<file path="src/rtl/slot_sched_pkg.sv">
package slot_sched_pkg;

  // kind of scheduling event taken in a cycle
  typedef enum logic [2:0] {
    EV_NONE   = 3'd0,
    EV_REFUSE = 3'd1,
    EV_SYNC   = 3'd2,
    EV_PARK   = 3'd3,
    EV_RETIRE = 3'd4
  } sched_ev_e;

  function automatic sched_ev_e classify_ev(input logic refuse, input logic dispatch,
                                            input logic async, input logic retire);
    if (retire)        return EV_RETIRE;
    else if (dispatch) return async ? EV_PARK : EV_SYNC;
    else if (refuse)   return EV_REFUSE;
    else               return EV_NONE;
  endfunction

endpackage

</file>
<file path="src/rtl/issue_bitmap.sv">
module issue_bitmap #(
  parameter int unsigned NUM_SLOTS = 32,
  localparam int unsigned IDX_W = $clog2(NUM_SLOTS)
) (
  input  logic                 clk,
  input  logic                 rst_n,
  input  logic                 port_rst,
  input  logic                 set_en,
  input  logic [NUM_SLOTS-1:0] set_bits,
  input  logic                 clr_en,
  input  logic [IDX_W-1:0]     clr_idx,
  output logic [NUM_SLOTS-1:0] bits
);

  logic [NUM_SLOTS-1:0] clr_mask;
  logic [NUM_SLOTS-1:0] bits_nxt;

  always_comb begin
    clr_mask = '0;
    if (clr_en) clr_mask[clr_idx] = 1'b1;
    // a write in the same cycle wins over the clear
    bits_nxt = (bits & ~clr_mask) | (set_en ? set_bits : '0);
  end

  always_ff @(posedge clk or negedge rst_n) begin
    if (!rst_n)        bits <= '0;
    else if (port_rst) bits <= '0;
    else               bits <= bits_nxt;
  end

endmodule

</file>
<file path="src/rtl/slot_picker.sv">
module slot_picker #(
  parameter int unsigned NUM_SLOTS = 32,
  localparam int unsigned IDX_W = $clog2(NUM_SLOTS)
) (
  input  logic [NUM_SLOTS-1:0] vec,
  input  logic [IDX_W-1:0]     from_idx,
  output logic                 hit,
  output logic [IDX_W-1:0]     idx
);

  // lowest set bit whose index is not below the start point
  function automatic logic [IDX_W:0] first_from(input logic [NUM_SLOTS-1:0] v,
                                                input logic [IDX_W-1:0] start);
    logic [IDX_W:0] res;
    res = '0;
    for (int i = NUM_SLOTS - 1; i >= 0; i--) begin
      if (v[i] && (i >= int'(start))) res = {1'b1, IDX_W'(i)};
    end
    return res;
  endfunction

  logic [IDX_W:0] found;

  assign found = first_from(vec, from_idx);
  assign hit   = found[IDX_W];
  assign idx   = found[IDX_W-1:0];

endmodule

</file>
<file path="src/rtl/busy_tracker.sv">
module busy_tracker #(
  parameter int unsigned IDX_W = 5
) (
  input  logic             clk,
  input  logic             rst_n,
  input  logic             port_rst,
  input  logic             park_en,
  input  logic [IDX_W-1:0] park_idx_in,
  input  logic             release_en,
  output logic             vld,
  output logic [IDX_W-1:0] idx
);

  always_ff @(posedge clk or negedge rst_n) begin
    if (!rst_n) begin
      vld <= 1'b0;
      idx <= '0;
    end else if (port_rst || release_en) begin
      vld <= 1'b0;
      idx <= '0;
    end else if (park_en) begin
      vld <= 1'b1;
      idx <= park_idx_in;
    end
  end

endmodule

</file>
<file path="src/rtl/slot_issue_sched.sv">
module slot_issue_sched #(
  parameter int unsigned NUM_SLOTS = 32,
  localparam int unsigned IDX_W = $clog2(NUM_SLOTS)
) (
  input  logic                 clk,
  input  logic                 rst_n,
  input  logic                 port_rst,
  input  logic                 start_en,
  input  logic                 host_wr_en,
  input  logic [NUM_SLOTS-1:0] host_wr_data,
  input  logic                 eng_busy,
  input  logic                 eng_drq,
  input  logic                 disp_async,
  output logic                 disp_vld,
  output logic [IDX_W-1:0]     disp_slot,
  output logic                 clr_vld,
  output logic [IDX_W-1:0]     clr_slot,
  output logic [NUM_SLOTS-1:0] issue_pend
);
  import slot_sched_pkg::*;

  logic [IDX_W-1:0] scan_ptr;
  logic             pick_hit;
  logic [IDX_W-1:0] pick_idx;
  logic             park_vld;
  logic [IDX_W-1:0] park_idx;
  logic             eng_idle;
  logic             scan_ok;

  // named internal events
  logic      ev_dispatch;
  logic      ev_refuse;
  logic      ev_sync;
  logic      ev_park;
  logic      ev_retire;
  sched_ev_e ev_kind;

  assign eng_idle    = !eng_busy && !eng_drq;
  assign scan_ok     = start_en && (|issue_pend) && !park_vld && !port_rst;
  assign ev_dispatch = scan_ok && pick_hit && eng_idle;
  assign ev_refuse   = scan_ok && pick_hit && !eng_idle;
  assign ev_sync     = ev_dispatch && !disp_async;
  assign ev_park     = ev_dispatch && disp_async;
  assign ev_retire   = park_vld && eng_idle && !port_rst;
  assign ev_kind     = classify_ev(ev_refuse, ev_dispatch, disp_async, ev_retire);

  assign disp_vld  = ev_dispatch;
  assign disp_slot = pick_idx;
  assign clr_vld   = ev_sync || ev_retire;
  assign clr_slot  = ev_retire ? park_idx : pick_idx;

  issue_bitmap #(.NUM_SLOTS(NUM_SLOTS)) u_bitmap (
    .clk      (clk),
    .rst_n    (rst_n),
    .port_rst (port_rst),
    .set_en   (host_wr_en),
    .set_bits (host_wr_data),
    .clr_en   (clr_vld),
    .clr_idx  (clr_slot),
    .bits     (issue_pend)
  );

  slot_picker #(.NUM_SLOTS(NUM_SLOTS)) u_picker (
    .vec      (issue_pend),
    .from_idx (scan_ptr),
    .hit      (pick_hit),
    .idx      (pick_idx)
  );

  busy_tracker #(.IDX_W(IDX_W)) u_busy (
    .clk         (clk),
    .rst_n       (rst_n),
    .port_rst    (port_rst),
    .park_en     (ev_park),
    .park_idx_in (pick_idx),
    .release_en  (ev_retire),
    .vld         (park_vld),
    .idx         (park_idx)
  );

  // scan pointer: restart at 0 after a retirement or an empty pass,
  // stay on a refused slot so it is retried first
  always_ff @(posedge clk or negedge rst_n) begin
    if (!rst_n) begin
      scan_ptr <= '0;
    end else begin
      unique case (ev_kind)
        EV_SYNC, EV_RETIRE: scan_ptr <= '0;
        EV_PARK, EV_REFUSE: scan_ptr <= pick_idx;
        default: begin
          if (port_rst || !(|issue_pend) || (scan_ok && !pick_hit)) scan_ptr <= '0;
        end
      endcase
    end
  end

endmodule

</file>
<file path="config.mk">
export PLATFORM = sky130hd
export DESIGN_NAME = slot_issue_sched
export DESIGN_NICKNAME = d
export VERILOG_FILES = /design/src/rtl/slot_sched_pkg.sv /design/src/rtl/issue_bitmap.sv /design/src/rtl/slot_picker.sv /design/src/rtl/busy_tracker.sv /design/src/rtl/slot_issue_sched.sv
export SDC_FILE = /design/constraint.sdc
export NUM_CORES = 1
export LEC_CHECK = 0
export BUFFER_PORTS_ARGS = -buffer_cell sky130_fd_sc_hd__buf_2
export CORE_ASPECT_RATIO = 0.5
export CORE_MARGIN = 5
export CORE_UTILIZATION = 54
export DETAILED_ROUTE_END_ITERATION = 16
export PLACE_DENSITY = 0.81
export SETUP_SLACK_MARGIN = 0.05
export SYNTH_ARGS = -nofsm -noshare
export SYNTH_HDL_FRONTEND = slang
export SYNTH_SLANG_ARGS = --single-unit
</file>
<file path="constraint.sdc">
create_clock -name clk -period 3.1 [get_ports clk]
set_clock_uncertainty 0.05 [all_clocks]
set_input_delay 0.465 -clock clk [delete_from_list [all_inputs] [get_ports clk]]
set_output_delay 0.465 -clock clk [all_outputs]
set_load 0.05 [all_outputs]
</file>
Yosys cells after proc, flatten, opt, wreduce, memory -nomap -nowiden. Cells that the tools add are included.

Output and inout bits: 44. Word-level logic and storage cells: 153. Flip-flop bits (word level): 43. Input bits: 40.

Reductions and logical operators: 61. $lt $le $gt $ge: 33. Eq/ne operators: 4. Muxes and demuxes: 48. Bitwise gates (word level): 3.

Operators by type and width (count): 6-bit 2-to-1 mux (32); 32-bit 2-to-1 mux (3); 5-bit >= comparator (first input constant) (15); 1-bit logical AND (44); 4-bit by 5-bit >= comparator with 1-bit output (first input constant) (8); 32-bit AND (1); 32-bit inverter (1); 32-bit OR (1); 32-bit OR reduction (1); 3-bit by 5-bit >= comparator with 1-bit output (first input constant) (4); 5-bit 2-to-1 mux (4); 1-bit by 5-bit >= comparator with 1-bit output (first input constant) (2); 2-bit by 5-bit >= comparator with 1-bit output (first input constant) (2); 5-bit one-hot mux with 2 select lines (1); 1-bit zero test (8); 3-bit by 2-bit equality test with 1-bit output (second input constant) (2); 5-bit by 6-bit < comparator with 1-bit output (second input constant) (1); 1-bit demux with 5-bit select (1); 5-bit by 1-bit >= comparator with 1-bit output (second input constant) (1); 1-bit 2-to-1 mux (5); 1-bit logical OR (4); 2-bit OR reduction (2); 3-bit by 1-bit equality test with 1-bit output (second input constant) (1); 3-bit equality test (second input constant) (1); 4 further kinds (4).

Depth between registers and ports, before layout. Gate-level depths: netlist of the first run.

Depth after elaboration: 43. Gate-level depth with buffers: 12. Mapped depth without buffers: 9.

Modules after synthesis. From an unflattened synthesis of the first run, not the netlist that was laid out.

Cells, all modules: 375. Area total of the unflattened synthesis: 3041.7 um2.

By module, submodules not included: issue_bitmap (cells an instance 147, seq. area each 800.8 um2, area an instance 1357.6 um2, times used 1); slot_picker (cells an instance 163, seq. area each 0.0 um2, area an instance 1013.5 um2, times used 1); slot_issue_sched (cells an instance 44, seq. area each 125.1 um2, area an instance 427.9 um2, times used 1); busy_tracker (cells an instance 21, seq. area each 150.1 um2, area an instance 242.7 um2, times used 1).

Worst setup path after synthesis of the first run. Ideal clock, no wire load.

Kind: reg-to-output. From: register u_bitmap.bits[17]. To: output port clr_slot[1]. Buffers on the path: 1. Slack: -186 ps. Required time: 2585 ps. Stages on the path, launching flop included: 9. Arrival: 2771 ps. Cells stage by stage: dfrtp_1 -> clkbuf_1 -> o21ai_0 -> o31a_1 -> o211ai_1 -> o211ai_1 -> a41o_1 -> o311ai_2 -> o21ai_0.

Word-level cells in the longest chain between the ends: 20.

RTL lines: from (decl) (RTL line issue_bitmap.sv:12) `output logic [NUM_SLOTS-1:0] bits`; from (signal assigned) (RTL line issue_bitmap.sv:28) `else bits <= bits_nxt;`; 1-bit logical AND (RTL line slot_picker.sv:17) `if (v[i] && (i >= int'(start))) res = {1'b1, IDX_W'(i)};`; 6-bit 2-to-1 mux (18 in a row) (RTL line slot_picker.sv:17); 5-bit 2-to-1 mux (RTL line slot_issue_sched.sv:50) `assign clr_slot = ev_retire ? park_idx : pick_idx;`; to (decl) (RTL line slot_issue_sched.sv:17) `output logic [IDX_W-1:0] clr_slot,`.

Every way passes these cells.

Final worst setup path of the first run.
From: register u_bitmap.bits[26]. To: output port clr_vld.

Word-level cells in the longest chain between the ends: 32. Elaborated cells on any way between the ends: 36. Those cells by class: mux: 27; reduce/logical: 9.

RTL lines: 1-bit logical AND (RTL line slot_picker.sv:17); 6-bit 2-to-1 mux (27 in a row) (RTL line slot_picker.sv:17); 1-bit logical AND (*) (2 in a row) (RTL line slot_issue_sched.sv:40) `assign ev_dispatch = scan_ok && pick_hit && eng_idle;`; 1-bit logical AND (*) (RTL line slot_issue_sched.sv:42) `assign ev_sync = ev_dispatch && !disp_async;`; 1-bit logical OR (*) (RTL line slot_issue_sched.sv:49) `assign clr_vld = ev_sync || ev_retire;`; to (decl) (RTL line slot_issue_sched.sv:16) `output logic clr_vld,`.

Mark *: on every way between the ends. The rest lies on a longest branch, timed or not.

==> results of run 1 <==
## worst max-delay path: stages, from the launching register on
cell and delay, ps:
dfrtp_1 460, nor2b_1 170, a222oi_1 350, buf_4 190
o2111ai_2 150, nor3b_2 310, buf_4 180, a21oi_2 90
nor2_2 140, inv_1 110, buf_4 200
## logic make-up (layout without fill, tap and decap cells)
group / count (synthesis) / after routing / share of synthesized area [%]
DFF: 43 / 43 / 32.4
AOI/OAI and AO/OA: 182 / 182 / 38.4
and+or+nand+nor: 142 / 142 / 23.2
buffers and inverters: 45 / 178 / 6.00
## final timing paths
kind	endpoint	slack [ps]
max	clr_vld	-60
min	u_bitmap.bits[23]	290
max reg2reg	u_bitmap.bits[31]	60
min reg2reg	u_busy.idx[2]	480
max in group asynchronous	scan_ptr[2]	2030
min in group clk	u_busy.vld	390
## state kept, by name, summed over array words and instances, names as in the netlist
signal	count
u_bitmap.bits	32
scan_ptr	5
u_busy.idx	5
u_busy.vld	1
## where the power goes
group / switching (mW) / internal (mW)
registers: 0.0895 / 0.598
logic: 0.801 / 0.496
clock network: 0.236 / 0.385
## per-stage QoR
stage / TNS (ps) / instance area, µm²
2_1_floorplan: 0 / 3330
3_3_place_gp: -42.2 / 3990
3_5_place_dp: -59.4 / 3990
4_1_cts: 0 / 4450
5_1_grt: -372 / 4700
6_report: -133 / 4700
## layout make-up
| cell class | count | share of cell area [%] |
|---|---|---|
| timing repair buffer | 153 | 22.5 |
| multi-input combinational | 324 | 47.4 |
| tap | 77 | 2.05 |
| sequential | 43 | 23.0 |
| clock inverter | 3 | 1.01 |
| inverter | 17 | 1.44 |
| clock buffer | 5 | 2.66 |
## layer usage
| layer | GRT usage [%] | up-vias | wire, µm |
|---|---|---|---|
| met5 | 0 | - | 0 |
| met1 | 44.8 | 2079 | 5340 |
| met3 | 13.2 | 78 | 2310 |
| li1 | - | 1875 | - |
| met2 | 51.8 | 410 | 6330 |
| met4 | 9.04 | 0 | 502 |
## timing repair
item / CTS / global route
buffers inserted: 19 / 15
gates resized for setup: 34 / 36
pin swaps: 9 / 15
endpoints found under the setup margin: 38 / 23
## layout by cell type, fill, tap and decap left out, types with 3 or more instances in the layout
cell type,count
a311oi_1,33
nand3b_1,5
o211ai_1,5
buf_2,73
nor2b_1,9
nor4_1,9
buf_12,3
o31ai_2,4
buf_6,10
and3_1,6
nor3b_2,5
or3_1,3
nand2b_1,6
dfrtp_1,39
a21oi_2,5
nor2_1,15
dfrtp_2,4
inv_1,14
nand2_1,50
a21oi_1,52
nand4_1,7
clkbuf_16,5
nand3_1,9
a21o_1,4
o22ai_1,7
o21ai_0,21
o21ai_2,3
o21ai_1,4
buf_4,64
==> flow_summary.json, run 1 <==
{
  "outcome": "finished with violations",
  "violations": "setup timing",
  "final_nets": 584,
  "post-place-ws_ps": -28.1,
  "grt_max_degree": 65,
  "vias": 4442,
  "h-tree-depth": 2,
  "synth_top_cells_by_area": "dfrtp_1 (32%), a311oi_1 (8.7%), a21oi_1 (8.4%)",
  "synth_edf_count": 0,
  "slew_headroom_pct": 30.1,
  "clock_path_buffers": 2,
  "first_global_vias": 3878,
  "power_leakage_nw": 2.08,
  "syn-num-nets": 452,
  "viasPerCell": 7.14,
  "seq_area_frac_synth_pct": 32.4,
  "drive_gt1_share_pct": 39.8,
  "overflow": 0,
  "min_period_ps": 3160,
  "hpwl_um": 9600,
  "netlist_instances": 412,
  "p_total_mw": 2.61,
  "hold_buffers": 0,
  "crit_arrival_ps": 2650,
  "critPathLaunchType": "flip-flop",
  "die_w_um": 121,
  "wl_um": 14500,
  "setup_slack_ps": -64.6,
  "timing.hold.ws_ps": 289,
  "insertion_delay_ps": 290,
  "synthFlopType": "dfrtp_1",
  "async_reset_ff_share_pct": 100,
  "drt_iter0_markers": 737,
  "die_h_um": 65.4,
  "fin_crit_sh_pct": 102,
  "cts_tree": "yes",
  "synth_top_area_cell": "dfrtp_1",
  "synthesis.area_um2": 3320,
  "wl_per_cell_um": 23.3,
  "cts_buffers": 5,
  "register_area_um2": 1080,
  "path_clk_slew_ps": 60,
  "critPathMaxFanout": 3,
  "power_density_nw_per_um2": 554,
  "nFillCells": 411,
  "row_count": 20,
  "final_util_pct": 78.3,
  "numPortBuffers": 83,
  "multiInputGateArea_um2": 2230,
  "fmax_ghz": 0.316,
  "areaGrowthSynthToFinish_pct": 41.7,
  "yosys_warnings": 0,
  "io_pins": 84,
  "clock_sinks": 43,
  "worstRegToRegCells": 13,
  "synth_top_area_share_pct": 32.4,
  "startpoint": "u_bitmap.bits[26]",
  "finalHoldViolCount": 0,
  "drc": 0,
  "r2r-start": "u_bitmap.bits[26]",
  "synth_commonest_cells": "a21oi_1 (56), nand2_1 (50), dfrtp_1 (43), a311oi_1 (33), o21ai_0 (26)",
  "antenna_found_initial": 0,
  "maxCapViolCount": 0,
  "design.core.area_um2": 6010,
  "cts-root-buf": "clkbuf_16",
  "critPathKind": "flip-flop to primary output",
  "grt_pass1_wl_um": 20700,
  "yosysMostFrequentCell": "a21oi_1",
  "synth.distinct_cells": 69,
  "start_util_pct": 55.2,
  "num_antenna_cells": 0,
  "gp_congestion": 1.09,
  "ir_drop_mv": 0.405,
  "ant_nets": 0,
  "end_kind": "primary output",
  "tightest_slew_ps": 1050,
  "ys_ff_latch": 43,
  "grt.total_usage_pct": 33.8,
  "dieArea_um2": 7910,
  "hold_class": "primary input to async pin",
  "dr.pass1.iters": 8,
  "setup_violations": 5,
  "final_cells": 622,
  "finalMaxSlewViolations": 0,
  "syn_avg_cell_area_um2": 8.05,
  "post-place-cells": 580,
  "rsz0062_at_grt": "true",
  "required_ps": 2580
}
Note: power is estimated with default switching activity, not from simulation.
==> run 2, diff against run 1 <==
--- a/config.mk
+++ b/config.mk
@@ -7,9 +7,10 @@
 export LEC_CHECK = 0
 export BUFFER_PORTS_ARGS = -buffer_cell sky130_fd_sc_hd__buf_2
 export CORE_ASPECT_RATIO = 0.5
-export CORE_MARGIN = 5
+export CORE_MARGIN = 2
 export CORE_UTILIZATION = 54
 export DETAILED_ROUTE_END_ITERATION = 16
+export GPL_ROUTABILITY_DRIVEN = 0
 export PLACE_DENSITY = 0.81
 export SETUP_SLACK_MARGIN = 0.05
 export SYNTH_ARGS = -nofsm -noshare
==> run 2 against run 1 <==
The flow still finishes with violations (setup timing). Critical path type unchanged. Flip-flop and latch count did not move. Largest power group unchanged. Worst hold slack improved by 11 ps. First-iteration DRC count rose by 19%. Clock power barely moved. Register-to-register slack got worse by 40 ps. Final area rose by 3.2%. Via count rose by 5.1%.
==> flow_summary.json, run 2 (synthesized netlist as in run 1, its figures left out) <==
{
  "outcome": "finished with violations",
  "violations": "setup timing",
  "rsz0062_at_grt": "true",
  "required_ps": 2580,
  "cts-root-buf": "clkbuf_16",
  "end_kind": "primary output",
  "setup_violations": 7,
  "startpoint": "scan_ptr[1]",
  "wl_met2_um": 6090,
  "nFillCells": 339,
  "tightest_slew_ps": 1040,
  "setup_slack_ps": -162,
  "antenna_found_initial": 0,
  "critPathMaxFanout": 8,
  "crit_arrival_ps": 2750,
  "layout_common_cells": "buf_2 (73), buf_4 (60), a21oi_1 (50), nand2_1 (49), dfrtp_1 (38)",
  "grt_max_degree": 65,
  "slew_headroom_pct": 30.6,
  "ant_nets": 0,
  "finalHoldViolCount": 0,
  "dieArea_um2": 6830,
  "hold_class": "primary input to async pin",
  "hpwl_um": 9320,
  "grt_pass1_wl_um": 19900,
  "clock_sinks": 43,
  "viasPerCell": 7.48,
  "die_w_um": 115,
  "final_nets": 586,
  "routed.top_layer": "met4",
  "finalMaxSlewViolations": 0,
  "cts_tree": "yes",
  "critPathKind": "flip-flop to primary output",
  "row_count": 20,
  "fin_crit_sh_pct": 105,
  "design_area_um2": 4850,
  "register_area_um2": 1080,
  "drt_iter0_markers": 879,
  "grt.total_usage_pct": 38.6,
  "fmax_ghz": 0.307,
  "wl_met3_um": 2680,
  "areaGrowthSynthToFinish_pct": 46.3,
  "die_h_um": 59.4,
  "min_period_ps": 3260,
  "max_flop_register": "u_bitmap.bits",
  "final_common_cell": "buf_2",
  "cts_buffers": 5,
  "h-tree-depth": 2,
  "rrSetupSlack_ps": 20,
  "post-place-cells": 587,
  "reg_top3": "u_bitmap.bits: 32 flops, scan_ptr: 5 flops, u_busy.idx: 5 flops",
  "dr.pass1.iters": 12,
  "r2r-start": "scan_ptr[1]",
  "num_antenna_cells": 0,
  "vias": 4668,
  "ir_drop_mv": 0.350,
  "drive_gt1_share_pct": 42.6,
  "critPathLaunchType": "flip-flop",
  "final_cells": 624,
  "start_util_pct": 55.2,
  "first_global_vias": 3780,
  "placed_cell_area_um2": 4030,
  "wl_um": 15200,
  "power_leakage_nw": 2.13,
  "maxCapViolCount": 0,
  "overflow": 0,
  "drc": 0,
  "largest_register_ffs": 32,
  "numPortBuffers": 83,
  "io_pins": 84,
  "drt-met1-wl_um": 5410,
  "design.core.area_um2": 6010,
  "hold_buffers": 0,
  "path_clk_slew_ps": 70,
  "insertion_delay_ps": 290,
  "multiInputGateArea_um2": 2380,
  "wl_per_cell_um": 24.4,
  "power_density_nw_per_um2": 549,
  "clock_path_buffers": 2
}
## run 2: cell count changes in the layout (fill, tap and decap cells not counted), moves of 4 or more
| cell | previous run | this run |
|---|---|---|
| buf_6 | 10 | 18 |
| nor3b_2 | 5 | 0 |
| nor3b_4 | 0 | 5 |
| buf_4 | 64 | 60 |
## run 2: layout make-up
type,instances,area share [%]
sequential,43,22.3
tap,77,1.99
multi-input combinational,324,49.0
inverter,17,1.47
clock inverter,3,0.954
clock buffer,5,2.58
timing repair buffer,155,21.8
## run 2: critical path: stages (launching register included)
cell and delay, ps:
dfrtp_2 480, buf_4 200, o21ai_1 240, a21oi_1 150, a21oi_2 330, nor4_4 100
buf_4 160, a21oi_2 290, nor2_2 90, inv_1 150, clkbuf_4 260
## run 2: path summary, 6_finish.rpt
check / to / cells past startpoint
hold reg to reg: u_busy.idx[3] / 2
setup / recovery: clr_vld / 10
setup reg to reg: u_bitmap.bits[13] / 11
min in group clk: u_bitmap.bits[21] / 3
max in group asynchronous: scan_ptr[1] / 1
hold / removal: u_bitmap.bits[22] / 1
## run 2: per-stage QoR
stage	setup WS (ps)	total power [mW]	hold slack (ps)	util [%]	TNS (ps)
floorplan	75.6	1.34	119	-	0
global placement	19.6	1.67	453	67.1	0
detailed placement	4.33	1.68	469	67.1	0
CTS	30.1	2.40	320	73.4	0
global route	-149	2.74	374	80.8	-1080
finish	-162	2.67	300	80.8	-476
## run 2: what timing repair did
action | in CTS | in global routing
setup buffers | 9 | 20
endpoints found under the setup margin | 38 | 39
gates resized for setup | 35 | 65
pin swaps | 6 | 24
cloned | 0 | 0
## run 2: power by group
group	internal (mW)	switching, mW
clock	0.383	0.235
sequential	0.599	0.0938
combinational	0.501	0.856
total	1.48	1.18
## run 2: metal layers
metal	GRT usage [%]	up-vias
met3	14.6	149
met1	53.6	2125
met5	0	-
met2	55.0	508
met4	14.1	0
li1	-	1886
